<file path="src/rtl/alu_stage_pkg.sv">
package alu_stage_pkg;
  localparam int OPW       = 3;
  localparam int LENW      = 4;
  localparam int CRW       = 4;
  localparam int CR_EQ_BIT = 2;

  typedef enum logic [OPW-1:0] {
    ALU_ADD  = 3'd0,
    ALU_SEXT = 3'd1,
    ALU_CMP  = 3'd2,
    ALU_BEQ  = 3'd3
  } alu_op_e;
endpackage

</file>
<file path="src/rtl/alu_adder.sv">
module alu_adder #(
  parameter int DW = 64
) (
  input  logic [DW-1:0] a,
  input  logic [DW-1:0] b,
  input  logic          cin,
  output logic [DW-1:0] sum,
  output logic          c_full,
  output logic          c_half,
  output logic          v_full,
  output logic          v_half
);
  localparam int HW = DW / 2;

  logic [DW:0] wide;
  logic [HW:0] half;

  assign wide   = {1'b0, a} + {1'b0, b} + {{DW{1'b0}}, cin};
  assign half   = {1'b0, a[HW-1:0]} + {1'b0, b[HW-1:0]} + {{HW{1'b0}}, cin};
  assign sum    = wide[DW-1:0];
  assign c_full = wide[DW];
  assign c_half = half[HW];
  assign v_full = (c_full ^ sum[DW-1]) & ~(a[DW-1] ^ b[DW-1]);
  assign v_half = (c_half ^ sum[HW-1]) & ~(a[HW-1] ^ b[HW-1]);
endmodule

</file>
<file path="src/rtl/alu_sext.sv">
module alu_sext
  import alu_stage_pkg::*;
#(
  parameter int DW = 64
) (
  input  logic [DW-1:0]   a,
  input  logic [LENW-1:0] len,
  output logic [DW-1:0]   y
);
  localparam int NEXT = $clog2(DW / 8);

  logic [DW-1:0] ext [NEXT];

  for (genvar k = 0; k < NEXT; k++) begin : g_len
    localparam int W = 8 << k;
    assign ext[k] = {{(DW-W){a[W-1]}}, a[W-1:0]};
  end

  always_comb begin
    y = a;
    for (int k = 0; k < NEXT; k++) begin
      if (len == LENW'(1 << k)) y = ext[k];
    end
  end
endmodule

</file>
<file path="src/rtl/alu_bytefind.sv">
module alu_bytefind #(
  parameter int DW = 64
) (
  input  logic [7:0]    key,
  input  logic [DW-1:0] b,
  output logic          hit
);
  localparam int NB = DW / 8;

  logic [NB-1:0] match;

  for (genvar i = 0; i < NB; i++) begin : g_byte
    assign match[i] = (b[8*i +: 8] == key);
  end

  assign hit = |match;
endmodule

</file>
<file path="src/rtl/alu_stage.sv">
module alu_stage
  import alu_stage_pkg::*;
#(
  parameter int DW    = 64,
  parameter int TAG_W = 2
) (
  input  logic [DW-1:0]    ina_i,
  input  logic [DW-1:0]    inb_i,
  input  logic [1:0]       ca_i,
  input  logic             so_i,
  input  logic [OPW-1:0]   op_i,
  input  logic [LENW-1:0]  len_i,
  input  logic             w32_i,
  input  logic [TAG_W-1:0] tag_i,
  output logic [DW-1:0]    res_o,
  output logic             res_ok_o,
  output logic [1:0]       ca_o,
  output logic             ca_ok_o,
  output logic [1:0]       ov_o,
  output logic             ov_ok_o,
  output logic [CRW-1:0]   cr_o,
  output logic             cr_ok_o,
  output logic             so_o,
  output logic [OPW-1:0]   op_o,
  output logic [LENW-1:0]  len_o,
  output logic             w32_o,
  output logic [TAG_W-1:0] tag_o
);
  logic          add_cin;
  logic [DW-1:0] add_sum;
  logic          c_full, c_half, v_full, v_half;
  logic [DW-1:0] sext_y;
  logic          byte_hit;
  logic          unused_ca32;

  // the incoming 32-bit carry is not consumed by this stage
  assign unused_ca32 = ca_i[1];

  // compare takes no carry; only add feeds ca_i[0] into the adder
  assign add_cin = (op_i == ALU_ADD) & ca_i[0];

  alu_adder #(.DW(DW)) u_add (
    .a      (ina_i),
    .b      (inb_i),
    .cin    (add_cin),
    .sum    (add_sum),
    .c_full (c_full),
    .c_half (c_half),
    .v_full (v_full),
    .v_half (v_half)
  );

  alu_sext #(.DW(DW)) u_sext (
    .a   (ina_i),
    .len (len_i),
    .y   (sext_y)
  );

  alu_bytefind #(.DW(DW)) u_find (
    .key (ina_i[7:0]),
    .b   (inb_i),
    .hit (byte_hit)
  );

  always_comb begin
    res_o    = '0;
    res_ok_o = 1'b0;
    ca_o     = '0;
    ca_ok_o  = 1'b0;
    ov_o     = '0;
    ov_ok_o  = 1'b0;
    cr_o     = '0;
    cr_ok_o  = 1'b0;
    case (op_i)
      ALU_ADD: begin
        res_o    = add_sum;
        ca_o     = {c_half, c_full};
        ov_o     = {v_half, v_full};
        res_ok_o = 1'b1;
        ca_ok_o  = 1'b1;
        ov_ok_o  = 1'b1;
      end
      ALU_SEXT: begin
        res_o    = sext_y;
        res_ok_o = 1'b1;
      end
      ALU_CMP: begin
        res_o = add_sum;
      end
      ALU_BEQ: begin
        cr_o[CR_EQ_BIT] = byte_hit;
        cr_ok_o         = 1'b1;
      end
      default: ;
    endcase
  end

  assign so_o  = so_i;
  assign op_o  = op_i;
  assign len_o = len_i;
  assign w32_o = w32_i;
  assign tag_o = tag_i;
endmodule

</file>
<file path="config.mk">
export PLATFORM = sky130hd
export DESIGN_NAME = alu_stage
export DESIGN_NICKNAME = d
export VERILOG_FILES = /design/src/rtl/alu_stage_pkg.sv /design/src/rtl/alu_adder.sv /design/src/rtl/alu_sext.sv /design/src/rtl/alu_bytefind.sv /design/src/rtl/alu_stage.sv
export SDC_FILE = /design/constraint.sdc
export NUM_CORES = 1
export LEC_CHECK = 0
export BUFFER_PORTS_ARGS = -buffer_cell sky130_fd_sc_hd__buf_4
export CAP_MARGIN = 0
export CORE_MARGIN = 2
export CORE_UTILIZATION = 40
export DETAILED_ROUTE_END_ITERATION = 16
export PLACE_DENSITY = 0.68
export SYNTH_ARGS = -nofsm -noshare
export SYNTH_HDL_FRONTEND = slang
export SYNTH_SLANG_ARGS = --single-unit
</file>
<file path="constraint.sdc">
create_clock -name vclk -period 11.1
set_input_delay 0.555 -clock vclk [all_inputs]
set_output_delay 0.555 -clock vclk [all_outputs]
set_load 0.02 [all_outputs]
</file>
# --- Word-level counts from Yosys, hierarchy flattened ---
# Cells that the tools add are included.
op_classes:
  n_addsub: 4
  eq_ne: 14
  muxes: 10
  n_bitwise: 9
  reduce_logical: 4
ops:
  columns: ["op", "count"]
  rows:
  - ["2-to-1 mux 64 bit", 3]
  - ["case mux 64 bit (2 select lines)", 1]
  - ["adder 64 x 64 -> 65 bit", 1]
  - ["adder 65 x 1 -> 65 bit", 1]
  - ["== test 8 bit", 8]
  - ["adder 32 x 32 -> 33 bit", 1]
  - ["adder 33 x 1 -> 33 bit", 1]
  - ["OR reduction 8 bit", 1]
  - ["== test 3 x 2 -> 1 bit, second input constant", 2]
  - ["== test 4 x 1 -> 1 bit, second input constant", 1]
  - ["== test 4 x 2 -> 1 bit, second input constant", 1]
  - ["== test 4 x 3 -> 1 bit, second input constant", 1]
  - ["2-to-1 mux 1 bit", 4]
  - ["2-to-1 mux 2 bit", 2]
  - ["OR reduction 2 bit", 2]
  - ["bitwise XOR 1 bit", 4]
  - ["bitwise AND 1 bit", 3]
  - ["== test 3 x 1 -> 1 bit, second input constant", 1]
  - ["logical NOT 3 bit", 1]
  - ["inverter 1 bit", 2]
word_totals:
  ff_bits: 0
  inputBits: 141
  output_inout_bits: 87
  word_cells: 41

# --- Depth between registers and ports, before layout ---
logic_depth:
  word_depth: 6
  depth_mapped: 16
  ltp_nobuf: 15

# --- Modules after synthesis ---
# From an unflattened synthesis, not the netlist that was laid out.
unflattened:
  hier_cells: 967
  hier_area_um2: 6956.7
by_module_without_submodules:
  columns: ["mod", "instances", "cells_per_inst", "area_per_inst_um2", "seq_area_each_um2"]
  rows:
  - ["alu_adder", 1, 619, 4226.6, 0.0]
  - ["alu_sext", 1, 140, 980.9, 0.0]
  - ["alu_stage", 1, 111, 943.4, 0.0]
  - ["alu_bytefind", 1, 97, 805.8, 0.0]

# --- Least setup slack after synthesis ---
# OpenSTA, ideal clock, no wires.
synth_path:
  path_kind: "in2out"
  start: "input port op_i[2]"
  end: "output port ca_o[0]"
  arrival_time_ns: 4.253
  required_ns: 10.545
  path_slack_ns: 6.292
  cell_stages: 16
  n_path_buf: 1
  cell_sequence: "or2_2 clkbuf_1 nor2_1 nand2_1 fa_1 fa_1 nand2b_1 a211oi_2 o21ai_0 a21oi_1 o21ai_1 nand2_2 o21ai_2 o31a_1 a21bo_2 a221oi_2"
synth_between:
  elab_chain_len: 4
synth_lines:
  columns: ["item", "line", "source"]
  rows:
  - ["from (decl)", "alu_stage.sv:11", "input logic [OPW-1:0] op_i,"]
  - ["logical NOT 3 bit *", "alu_stage.sv:40, alu_stage.sv:74", null]
  - ["bitwise AND 1 bit", "alu_stage.sv:40", "assign add_cin = (op_i == ALU_ADD) & ca_i[0];"]
  - ["adder 65 x 1 -> 65 bit", "alu_adder.sv:18", "assign wide = {1'b0, a} + {1'b0, b} + {{DW{1'b0}}, cin};"]
  - ["2-to-1 mux 2 bit *", "alu_stage.sv:74", "case (op_i)"]
  - ["to (decl)", "alu_stage.sv:17", "output logic [1:0] ca_o,"]
# Mark *: on every way between the ends. The rest lies on a longest branch, timed or not.

# --- Worst setup path in the final report ---
layout_path:
  start: "input port op_i[2]"
  end: "output port res_o[62]"
layout_between:
  elab_chain_len: 4
  word_cells_on_any_way: 7
  classes_between: "add/sub (1); eq/ne (2); mux (1); bitwise (1); reduce/logical (2)"
layout_lines:
  columns: ["item", "line", "source"]
  rows:
  - ["logical NOT 3 bit", "alu_stage.sv:40, alu_stage.sv:74", null]
  - ["bitwise AND 1 bit", "alu_stage.sv:40", null]
  - ["adder 65 x 1 -> 65 bit", "alu_adder.sv:18", null]
  - ["case mux 64 bit (2 select lines) *", "alu_stage.sv:74", null]
  - ["to (decl)", "alu_stage.sv:15", "output logic [DW-1:0] res_o,"]
# Marked as above.

==> results_dict.tcl <==
set metrics [dict create \
    status "complete, no violations" \
    synth_commonest_cells "a21oi_1, xnor2_1, nand2_1, ha_1, clkbuf_1" \
    top_usage_layer "met2" \
    grt_pass1_vias 6976 \
    yosysWarningCount 0 \
    cp.buffers_inverters 2 \
    grt_max_degree 62 \
    hold_viol_final 0 \
    path_class "in2out" \
    synth-seq-area-share_pct 0 \
    use_met2_pct 50.3 \
    gp_congestion 0.962 \
    io_buffers 216 \
    syn-cell-area_mm2 0.00575 \
    worst_setup_path_start_kind "input pin" \
    synthMostInstantiatedCell "a21oi_1" \
    die_y_um 124 \
    worst_slew_pin_slew_ps 1010 \
    dieArea_mm2 0.0154 \
    fin_util_pct 52.0 \
    ff_latch_area_um2 0 \
    fmax_mhz 188 \
    vias 7406 \
    holdCritPathClass "in2out" \
    io_pins 228 \
    worstPathCellList "buf_4 -> or2_2 -> nor2_1 -> nand2_1 -> fa_1 -> fa_1 -> nand2b_1 -> a211oi_2 -> o21bai_1 -> a21oi_1 -> o2111ai_1 -> nand3_1 -> a21oi_1 -> a31oi_1 -> nor3_1 -> or3b_1 -> buf_4" \
    drv_cap 0 \
    rows 43 \
    min_from "tag_i[1]" \
    hold_ws_ps 1110 \
    synth.avg_cell_area_um2 6.48 \
    synth_area_leaders "ha_1, a21oi_1, xnor2_1" \
    slowest_delay_ps 430 \
    p_per_area_mw_per_mm2 62.1 \
    synthCells 888 \
    post_cts_buffers 0 \
    dpl.hpwl_mm 19.2 \
    die_w_um 124 \
    dpl.cell_count 1212 \
    end_kind "output port" \
    drt_wl_total_mm 23.9 \
    slew_headroom_pct 32.1 \
    rsz0062_at_grt "no" \
    yosysTopAreaCell "ha_1" \
    first_pass_iters 5 \
    critPathArrivalTime_ps 4760 \
    gr-usage-met1_pct 39.2 \
    fin_cells 1212 \
    clock_buffers 0 \
    gr-total-overflow 0 \
    crit_slowest_cell "fa_1" \
    fin_crit_sh_pct 47.8 \
    drt-initial-drc-count 604 \
    post_cts_resized 0 \
    initial_core_util_pct 41.1 \
    peakVddDrop_mv 0.0305 \
    grt_pass1_wl_mm 36.0 \
    placed_cell_area_mm2 0.00728 \
    vias_per_cell 6.11 \
    wl_per_cell_um 19.7 \
    grt_use_total_pct 29.6 \
    coreArea_mm2 0.0140 \
    cp_max_fo 8 \
    area_delta_synth_final_pct 26.6 \
    min_period_ps 5310 \
    drive_gt1_share_pct 23.4 \
    fin_nets 1241 \
    finalSetupTns_ps 0 \
    grt_use_met3_pct 3.39 \
    nFlopsAndLatches 0 \
    synth_top_area_share_pct 13.9 \
    power.leakage_nw 3.31 \
    ys_types 66 \
    slew_violations 0 \
    cts_hold_buf 0 \
    post-route-cell-area_mm2 0.00728 \
    route.detailed.drc 0 \
    setup_viol 0 \
    min_to "tag_o[1]" \
    ant_nets 0 \
    worstPathRequired_ps 10550 \
    diodes 0 \
    antenna_found_initial 0 \
    cp_top_family "simple AND/OR/NAND/NOR gates" \
    fillers 1477 \
    min_path_cells 0 \
]
worst max-delay path by stage:
stage / startpoint / end / slack [ps] / depth (start not counted)
finish: op_i[2] / res_o[62] / 5790 / 17
global route: op_i[2] / res_o[62] / 5650 / 17
CTS: op_i[2] / res_o[62] / 5890 / 17
detailed placement: op_i[2] / res_o[62] / 5920 / 17
global placement: op_i[2] / res_o[62] / 5950 / 17
floorplan: op_i[2] / ca_o[0] / 6290 / 16
routing by layer:
layer,routed length (um),vias to the layer above
li1,-,3600
met1,10100,3367
met2,10900,382
met3,2120,57
met4,782,0
met5,0,-
cells by family (layout without fill, tap and decap cells):
logic type / count (synthesis) / after routing / share of synthesized area (%)
other cells: 1 / 3 / 0.0652
xor+xnor: 109 / 109 / 16.6
buf+inv: 100 / 242 / 7.79
fa+ha+maj: 66 / 66 / 14.6
compound gates: 369 / 369 / 39.8
simple gates: 242 / 242 / 20.9
mux: 1 / 1 / 0.174
final cells by class:
cell class                      instances  area [um2]  area share (%)
Multi-Input combinational cell        790        5320            73.0
Timing Repair Buffer                  221        1660            22.8
Tap cell                              180         225            3.09
Inverter                               21        78.8            1.08
power by group:
group / switching [mW] / internal [mW] / total (mW)
logic: 0.261 / 0.191 / 0.452
registers: 0 / 0 / 0
clock network: 0 / 0 / 0
total: 0.261 / 0.191 / 0.452
per-stage QoR:
step                      total power [mW]  worst slack, ps
after floorplan                      0.294             6290
after global placement               0.443             5950
after detailed placement             0.444             5920
after CTS                            0.446             5890
after global routing                 0.488             5650
final                                0.452             5790
placed cells by master (no fill, tap or decap), drive strengths merged, types with 8 or more instances in the layout:
master	n
buf	221
a21oi	136
nand2	73
xnor2	72
ha	64
o21ai	55
o22ai	51
nor2	49
a21o	41
xor2	37
nand4	33
inv	21
o21bai	18
nand3	15
nor3	15
a31oi	13
nor4	11
nor2b	9
o21a	8
Note: power is estimated with default switching activity, not from simulation.
